<file path="src/rtl/eerd_pkg.sv">
package eerd_pkg;
   typedef enum logic [1:0] {SQ_IDLE, SQ_ARB, SQ_READ} seq_st_t;
   typedef enum logic [1:0] {AB_IDLE, AB_WAIT, AB_HOLD} arb_st_t;
   localparam logic [2:0] RD_OPCODE = 3'b110;
endpackage

</file>
<file path="src/rtl/eerd_word.sv">
module eerd_word
   import eerd_pkg::*;
#(
   parameter int HALF_CLKS = 4,
   parameter int ADDR_W    = 6,
   parameter int DATA_W    = 16
) (
   input  logic              clk,
   input  logic              rst_n,
   input  logic              go,
   input  logic [ADDR_W-1:0] addr,
   input  logic              ee_do,
   output logic              ee_cs,
   output logic              ee_sk,
   output logic              ee_di,
   output logic [DATA_W-1:0] data,
   output logic              fin
);
   localparam int CMD_W = ADDR_W + 3;
   localparam int NSTEP = 2*CMD_W + 2*DATA_W + 4;
   localparam int SW    = $clog2(NSTEP + 1);
   localparam int HW    = (HALF_CLKS > 1) ? $clog2(HALF_CLKS) : 1;
   localparam logic [SW-1:0] S_CMD0 = SW'(2);
   localparam logic [SW-1:0] S_GAP  = SW'(2 + 2*CMD_W);
   localparam logic [SW-1:0] S_DAT0 = SW'(3 + 2*CMD_W);
   localparam logic [SW-1:0] S_LAST = SW'(NSTEP - 1);

   if (HALF_CLKS < 1) begin : g_bad_half
      $error("eerd_word: HALF_CLKS must be at least 1");
   end

   logic              active;
   logic [SW-1:0]     stp;
   logic [CMD_W-1:0]  cmd;
   logic [DATA_W-1:0] shreg;
   logic              step_end;
   logic              in_cmd, in_data, sk_hi;

   // half-period divider: a single-clock step needs no counter
   if (HALF_CLKS == 1) begin : g_nodiv
      assign step_end = active;
   end else begin : g_div
      logic [HW-1:0] hcnt;
      always_ff @(posedge clk or negedge rst_n) begin
         if (!rst_n)                 hcnt <= '0;
         else if (!active || step_end) hcnt <= '0;
         else                        hcnt <= hcnt + 1'b1;
      end
      assign step_end = active && (hcnt == HW'(HALF_CLKS - 1));
   end

   assign in_cmd  = (stp >= S_CMD0) && (stp < S_GAP);
   assign in_data = (stp >= S_DAT0) && (stp < S_LAST);
   // command steps start on an even index, data steps on an odd one
   assign sk_hi   = in_cmd ? stp[0] : (in_data ? ~stp[0] : 1'b0);

   assign ee_cs = active && (stp != '0) && (stp != S_LAST);
   assign ee_sk = active && sk_hi;
   assign ee_di = active && in_cmd && cmd[CMD_W-1];
   assign data  = shreg;

   always_ff @(posedge clk or negedge rst_n) begin
      if (!rst_n) begin
         active <= 1'b0;
         stp    <= '0;
         cmd    <= '0;
         shreg  <= '0;
         fin    <= 1'b0;
      end else begin
         fin <= 1'b0;
         if (!active) begin
            if (go) begin
               active <= 1'b1;
               stp    <= '0;
               cmd    <= {RD_OPCODE, addr};
            end
         end else if (step_end) begin
            if (in_cmd && stp[0])   cmd   <= {cmd[CMD_W-2:0], 1'b0};
            if (in_data && !stp[0]) shreg <= {shreg[DATA_W-2:0], ee_do};
            if (stp == S_LAST) begin
               active <= 1'b0;
               fin    <= 1'b1;
            end else begin
               stp <= stp + 1'b1;
            end
         end
      end
   end

   p_sk_needs_cs_r2: assert property (@(posedge clk) disable iff (!rst_n)
      ee_sk |-> ee_cs);
   p_di_steady_high_r3: assert property (@(posedge clk) disable iff (!rst_n)
      (ee_sk && $past(ee_sk)) |-> $stable(ee_di));
   p_frame_ends_low_r2: assert property (@(posedge clk) disable iff (!rst_n)
      $fell(ee_cs) |-> (!ee_sk && !ee_di));
   p_fin_outside_frame_r4: assert property (@(posedge clk) disable iff (!rst_n)
      fin |-> !ee_cs);
endmodule

</file>
<file path="src/rtl/eerd_arb.sv">
module eerd_arb
   import eerd_pkg::*;
#(
   parameter int WAIT_CLKS = 200000
) (
   input  logic clk,
   input  logic rst_n,
   input  logic kick,
   input  logic shared_i,
   input  logic grant_i,
   input  logic release_i,
   output logic req_o,
   output logic ok_o,
   output logic tout_o,
   output logic done_o
);
   localparam int WW = (WAIT_CLKS > 1) ? $clog2(WAIT_CLKS) : 1;

   if (WAIT_CLKS < 1) begin : g_bad_wait
      $error("eerd_arb: WAIT_CLKS must be at least 1");
   end

   arb_st_t       st;
   logic [WW-1:0] wcnt;
   logic          sh_q;

   always_ff @(posedge clk or negedge rst_n) begin
      if (!rst_n) begin
         st     <= AB_IDLE;
         wcnt   <= '0;
         sh_q   <= 1'b0;
         req_o  <= 1'b0;
         ok_o   <= 1'b0;
         tout_o <= 1'b0;
         done_o <= 1'b0;
      end else begin
         ok_o   <= 1'b0;
         tout_o <= 1'b0;
         done_o <= 1'b0;
         unique case (st)
            AB_IDLE: if (kick) begin
               sh_q <= shared_i;
               wcnt <= '0;
               if (shared_i) begin
                  req_o <= 1'b1;
                  st    <= AB_WAIT;
               end else begin
                  ok_o <= 1'b1;
                  st   <= AB_HOLD;
               end
            end
            AB_WAIT: if (grant_i) begin
               ok_o <= 1'b1;
               st   <= AB_HOLD;
            end else if (wcnt == WW'(WAIT_CLKS - 1)) begin
               tout_o <= 1'b1;
               done_o <= 1'b1;
               req_o  <= 1'b0;
               st     <= AB_IDLE;
            end else begin
               wcnt <= wcnt + 1'b1;
            end
            AB_HOLD: if (release_i) begin
               req_o  <= 1'b0;
               done_o <= sh_q;
               st     <= AB_IDLE;
            end
            default: st <= AB_IDLE;
         endcase
      end
   end

   p_tout_without_grant_r8: assert property (@(posedge clk) disable iff (!rst_n)
      tout_o |-> !$past(grant_i));
   p_req_only_shared_r9: assert property (@(posedge clk) disable iff (!rst_n)
      $rose(req_o) |-> $past(shared_i));
   p_done_single_r7: assert property (@(posedge clk) disable iff (!rst_n)
      done_o |=> !done_o);
   p_req_falls_with_done_r7: assert property (@(posedge clk) disable iff (!rst_n)
      $fell(req_o) |-> done_o);
endmodule

</file>
<file path="src/rtl/eeprom_burst_reader.sv">
module eeprom_burst_reader
   import eerd_pkg::*;
#(
   parameter int ADDR_W     = 6,
   parameter int DATA_W     = 16,
   parameter int CNT_W      = 4,
   parameter int HALF_CLKS  = 4,
   parameter int WAIT_UNITS = 2000,
   parameter int UNIT_CLKS  = 100
) (
   input  logic              clk,
   input  logic              rst_n,
   input  logic              start,
   input  logic [ADDR_W-1:0] start_addr,
   input  logic [CNT_W-1:0]  word_count,
   input  logic              shared_mode,
   input  logic              sig_check,
   input  logic              ee_grant,
   input  logic              ee_do,
   output logic              ee_req,
   output logic              ee_done,
   output logic              ee_cs,
   output logic              ee_sk,
   output logic              ee_di,
   output logic [DATA_W-1:0] rd_word,
   output logic              rd_valid,
   output logic              busy,
   output logic              timeout_err,
   output logic              blank_err
);
   localparam int WAIT_CLKS = WAIT_UNITS * UNIT_CLKS;

   if (ADDR_W < 1 || DATA_W < 2 || CNT_W < 1) begin : g_bad_width
      $error("eeprom_burst_reader: widths out of range");
   end
   if (WAIT_UNITS < 1 || UNIT_CLKS < 1) begin : g_bad_timing
      $error("eeprom_burst_reader: wait timing out of range");
   end

   seq_st_t           st;
   logic [ADDR_W-1:0] addr_q;
   logic [CNT_W-1:0]  left;
   logic              first, go;
   logic              kick, rel;
   logic              a_ok, a_tout;
   logic              w_fin, w_blank, end_now;
   logic [DATA_W-1:0] w_data;

   assign kick    = start && (st == SQ_IDLE);
   assign busy    = (st != SQ_IDLE);
   assign w_blank = (w_data == '0) || (w_data == '1);
   assign end_now = (first && w_blank) || (left == CNT_W'(1));
   assign rel     = (st == SQ_ARB && !a_tout && a_ok && left == '0) ||
                    (st == SQ_READ && w_fin && end_now);

   eerd_arb #(.WAIT_CLKS(WAIT_CLKS)) u_arb (
      .clk(clk), .rst_n(rst_n), .kick(kick), .shared_i(shared_mode),
      .grant_i(ee_grant), .release_i(rel), .req_o(ee_req), .ok_o(a_ok),
      .tout_o(a_tout), .done_o(ee_done)
   );

   eerd_word #(.HALF_CLKS(HALF_CLKS), .ADDR_W(ADDR_W), .DATA_W(DATA_W)) u_word (
      .clk(clk), .rst_n(rst_n), .go(go), .addr(addr_q), .ee_do(ee_do),
      .ee_cs(ee_cs), .ee_sk(ee_sk), .ee_di(ee_di), .data(w_data), .fin(w_fin)
   );

   always_ff @(posedge clk or negedge rst_n) begin
      if (!rst_n) begin
         st          <= SQ_IDLE;
         addr_q      <= '0;
         left        <= '0;
         first       <= 1'b0;
         go          <= 1'b0;
         rd_word     <= '0;
         rd_valid    <= 1'b0;
         timeout_err <= 1'b0;
         blank_err   <= 1'b0;
      end else begin
         go       <= 1'b0;
         rd_valid <= 1'b0;
         unique case (st)
            SQ_IDLE: if (start) begin
               addr_q      <= start_addr;
               left        <= word_count;
               first       <= sig_check;
               timeout_err <= 1'b0;
               blank_err   <= 1'b0;
               st          <= SQ_ARB;
            end
            SQ_ARB: if (a_tout) begin
               timeout_err <= 1'b1;
               st          <= SQ_IDLE;
            end else if (a_ok) begin
               if (left == '0) st <= SQ_IDLE;
               else begin
                  go <= 1'b1;
                  st <= SQ_READ;
               end
            end
            SQ_READ: if (w_fin) begin
               rd_word  <= w_data;
               rd_valid <= 1'b1;
               addr_q   <= addr_q + 1'b1;
               left     <= left - 1'b1;
               first    <= 1'b0;
               if (first && w_blank) blank_err <= 1'b1;
               if (end_now) st <= SQ_IDLE;
               else         go <= 1'b1;
            end
            default: st <= SQ_IDLE;
         endcase
      end
   end

   p_valid_pulse_r4: assert property (@(posedge clk) disable iff (!rst_n)
      rd_valid |=> !rd_valid);
   p_blank_ends_burst_r10: assert property (@(posedge clk) disable iff (!rst_n)
      $rose(blank_err) |-> !busy);
   p_timeout_no_access_r8: assert property (@(posedge clk) disable iff (!rst_n)
      timeout_err |-> !ee_cs);
   p_no_req_idle_r7: assert property (@(posedge clk) disable iff (!rst_n)
      !busy |-> !ee_req);
endmodule

</file>
<file path="config.mk">
export PLATFORM = sky130hd
export DESIGN_NAME = eeprom_burst_reader
export DESIGN_NICKNAME = d
export VERILOG_FILES = /design/src/rtl/eerd_pkg.sv /design/src/rtl/eerd_word.sv /design/src/rtl/eerd_arb.sv /design/src/rtl/eeprom_burst_reader.sv
export SDC_FILE = /design/constraint.sdc
export NUM_CORES = 1
export LEC_CHECK = 0
export ABC_AREA = 0
export BUFFER_PORTS_ARGS = -buffer_cell sky130_fd_sc_hd__buf_4
export CORE_AREA = 8 8 108 110
export CTS_CLUSTER_DIAMETER = 100
export DETAILED_ROUTE_END_ITERATION = 8
export DIE_AREA = 0 0 116 118
export GPL_TIMING_DRIVEN = 0
export PLACE_DENSITY = 0.78
export SLEW_MARGIN = 10
export SYNTH_ARGS = -nofsm -noshare
export SYNTH_HDL_FRONTEND = slang
export SYNTH_SLANG_ARGS = --single-unit
</file>
<file path="constraint.sdc">
create_clock -name clk -period 3.65 [get_ports clk]
set_input_delay 0.73 -clock clk [delete_from_list [all_inputs] [get_ports clk]]
set_output_delay 0.73 -clock clk [all_outputs]
set_load 0.1 [all_outputs]
</file>
==> run_results.csv <==
group,metric,value,unit
sta,setup_viol,0,
floorplan,die_area,13700,um2
yosys,netlist_instances,461,
cts,cts_resized,0,
route,drc,0,
cts,cts_tree,"done",
sta,max_slew_margin,0.452,
global_routing,use_met1,0.192,
floorplan,row_count,37,
yosys,async_reset_ff_frac,1.00,
route,routed_wl,10.2,mm
yosys,synth_compound_area_frac,0.141,
floorplan,die_w,116,um
critical_path,crit_path_end,"ee_sk",
sta,fin_skew,14.1,ps
sta,fin_crit,2890,ps
route,wl_per_cell,15.5,um
critical_path,required,2920,ps
yosys,synth_seq_cells,93,
floorplan,start_util,0.482,
cts,cts_setup_buffers,0,
critical_path,r2r_setup_slack,1000,ps
yosys,synth-simple-area-share,0.179,
critical_path,cp_data_arrival_time,2160,ps
sta,fmax,0.346,GHz
placed_design,gp_congestion,0.896,
yosys,synth_edf_count,0,
power_and_ir_drop,power_leakage,2.50,nW
critical_path,start_kind,"flip-flop",
sta,worstMarginPinSlew,822,ps
global_routing,use_met3,0.0395,
run_status,outcome,"finished, final reports clean",
cts,clock_sinks,93,
sta,finalHoldViolCount,0,
placed_design,dp_hpwl,7.30,mm
yosys,synth_fa_ha_area_frac,0.0415,
global_routing,met2_usage,0.244,
cts,cts-root-buf,"clkbuf_8",
power_and_ir_drop,finalPower,0.00177,W
global_routing,antenna_found_initial,0,
global_routing,grt_busiest_layer,"met2",
yosys,synthXorXnorAreaFrac,0.0109,
yosys,ys.flop_type,"dfrtp_1",
flow_run,drv_cap,0,
sta,fin_tns_setup,0,ps
power_and_ir_drop,max-vdd-ir-drop,264,uV
yosys,synth.most_common_cell,"dfrtp_1",
sta,hold_slack,451,ps
critical_path,r2r-start,"u_word.stp[0]",
cells_and_area,antenna_cells,0,
cts,clock_latency,370,ps
worst_hold_path,hold_class,"input port to asynchronous set/reset pin",
route,drt_iter0_markers,131,
cells_and_area,nNetsFinal,546,
cts,cts_made_buffers,9,
global_routing,overflow,0,
global_routing,grt_pass1_wl,17.3,mm
cells_and_area,area_growth,14.1,%
yosys,yosys-top-cells-area,"dfrtp_1, mux2_2, ha_1, nand2_1, mux2i_1",
yosys,synth_common_cells,"dfrtp_1, nand2_1, mux2_2",
yosys,synth_area_per_cell,10.5,um2
sta,maxSlewViolCount,0,
route,vias,3715,
cts,clk_pin_slew,90,ps
yosys,synth_top_area_cell,"dfrtp_1",
sta,rsz0062_at_grt,"false",
critical_path,crit_start,"u_word.stp[0]",
floorplan,die_height,118,um
power_and_ir_drop,power.density,321,nW/um2
critical_path,ff2ff_path_depth,9,
yosys,synthesis.area,4820,um2
yosys,ys_warn_count,0,
floorplan,coreArea,10000,um2
critical_path,r2r-end,"u_word.data[4]",
placed_design,port_buffers,41,
yosys,synth.distinct_cells,58,
yosys,synthMuxAreaShare,0.106,
yosys,synth_top_family_by_area,"simple AND/OR/NAND/NOR gates",
cts,htreeDepth,3,
global_routing,grt_pass1_vias,3801,
sta,fin_crit_sh,0.792,
yosys,seq_area_frac_synth,0.482,
route,dr.pass1.iters,4,
floorplan,io_pins,42,
route,drtAntennaViolNets,0,
cts,postCtsHoldBufs,0,
cts,clockBufferDepth,2,
global_routing,grt_max_degree,94,
critical_path,end_kind,"output port",
critical_path,cp_max_fo,9,
critical_path,crit_type,"flip-flop to output port",
route,vias_per_cell,5.68,
yosys,synth_nets,494,
global_routing,track_usage,0.154,
cells_and_area,drive_above_1_share,0.205,
yosys,synth_top_area_share,0.482,
sequential cells by signal, summed over array words and instances, names as in the netlist, 2 cells and up:
| register | flops |
|---|---|
| u_word.data | 16 |
| u_word.stp | 6 |
| u_word.g_div.hcnt | 2 |
| u_arb.st | 2 |
| u_word.cmd | 9 |
| u_arb.wcnt | 18 |
| rd_word | 16 |
| st | 2 |
| addr_q | 6 |
| left | 4 |
placed cells by master (no fill, tap or decap), types with 4 or more instances in the layout:
cell,synthesis,final
clkbuf_1,16,17
nand3_1,18,18
a21oi_1,22,22
nand4_1,8,8
a22o_1,5,5
nor3b_1,6,6
a21oi_2,6,6
xnor2_1,6,6
or4_1,9,9
o211ai_1,5,5
nor2_1,15,15
a31oi_1,4,4
mux2i_1,13,13
clkbuf_8,0,9
nor4_1,12,12
inv_1,19,19
ha_1,16,16
mux2_2,34,34
o31ai_1,7,7
nand2b_1,9,9
and3_1,11,11
nor3_1,7,7
o21ai_0,25,25
dfrtp_1,93,93
buf_4,0,40
o21a_1,4,4
nand2_1,36,36
o21ai_1,7,7
routing by layer:
metal,wire (um),up-vias
met4,148,0
met1,4560,1827
met5,0,-
li1,-,1788
met2,4960,86
met3,495,14
worst min path at each step:
stage | endpoint | startpoint | slack (ps) | depth (start not counted)
finish | u_arb.wcnt[4] | rst_n | 450 | 1
global route | u_word.g_div.hcnt[0] | u_word.g_div.hcnt[0] | 480 | 1
CTS | u_word.g_div.hcnt[0] | u_word.g_div.hcnt[0] | 450 | 1
detailed placement | u_word.g_div.hcnt[0] | u_word.g_div.hcnt[0] | 440 | 1
global placement | u_word.g_div.hcnt[0] | u_word.g_div.hcnt[0] | 420 | 1
floorplan | u_word.g_div.hcnt[0] | u_word.g_div.hcnt[0] | 410 | 1
through the flow:
stage               setup WS, ps  utilization  instance area (um2)  std cells
CTS                          749        0.550                 5500        654
global placement            1120        0.530                 5300        638
global route                 505        0.551                 5510        654
floorplan                    398            -                 4820        461
detailed placement          1030        0.530                 5300        638
finish                       760        0.551                 5510        654
critical path, stage by stage (launching register included):
cell	delay [ps]
dfrtp_1	510
inv_1	110
ha_1	230
inv_1	50
o21ai_0	70
a21boi_0	260
o21ai_0	110
a21boi_1	150
buf_4	310
cell families (layout without fill, tap and decap cells):
group / count (synthesis) / in the layout
and+or+nand+nor: 153 / 153
AOI/OAI and AO/OA: 104 / 104
DFF: 93 / 93
muxes: 47 / 47
buffers and inverters: 42 / 99
adders and majority gates: 16 / 16
xor gates and xnor gates: 6 / 6
where the power goes:
| part | leakage (nW) | internal (W) | switching, W |
|---|---|---|---|
| Clock | 0.0935 | 0.000323 | 0.000379 |
| Combinational | 1.12 | 0.0000126 | 0.0000242 |
| Sequential | 1.28 | 0.00103 | 0 |
cell type report:
type | instances | area (um2)
buffer | 22 | 113
sequential | 93 | 2330
inverter | 20 | 75.1
timing repair buffer | 41 | 312
clock inverter | 6 | 71.3
tap | 136 | 170
fill | 880 | 4490
clock buffer | 10 | 128
multi-input combinational | 326 | 2310
Note: power is estimated with default switching activity, not from simulation.
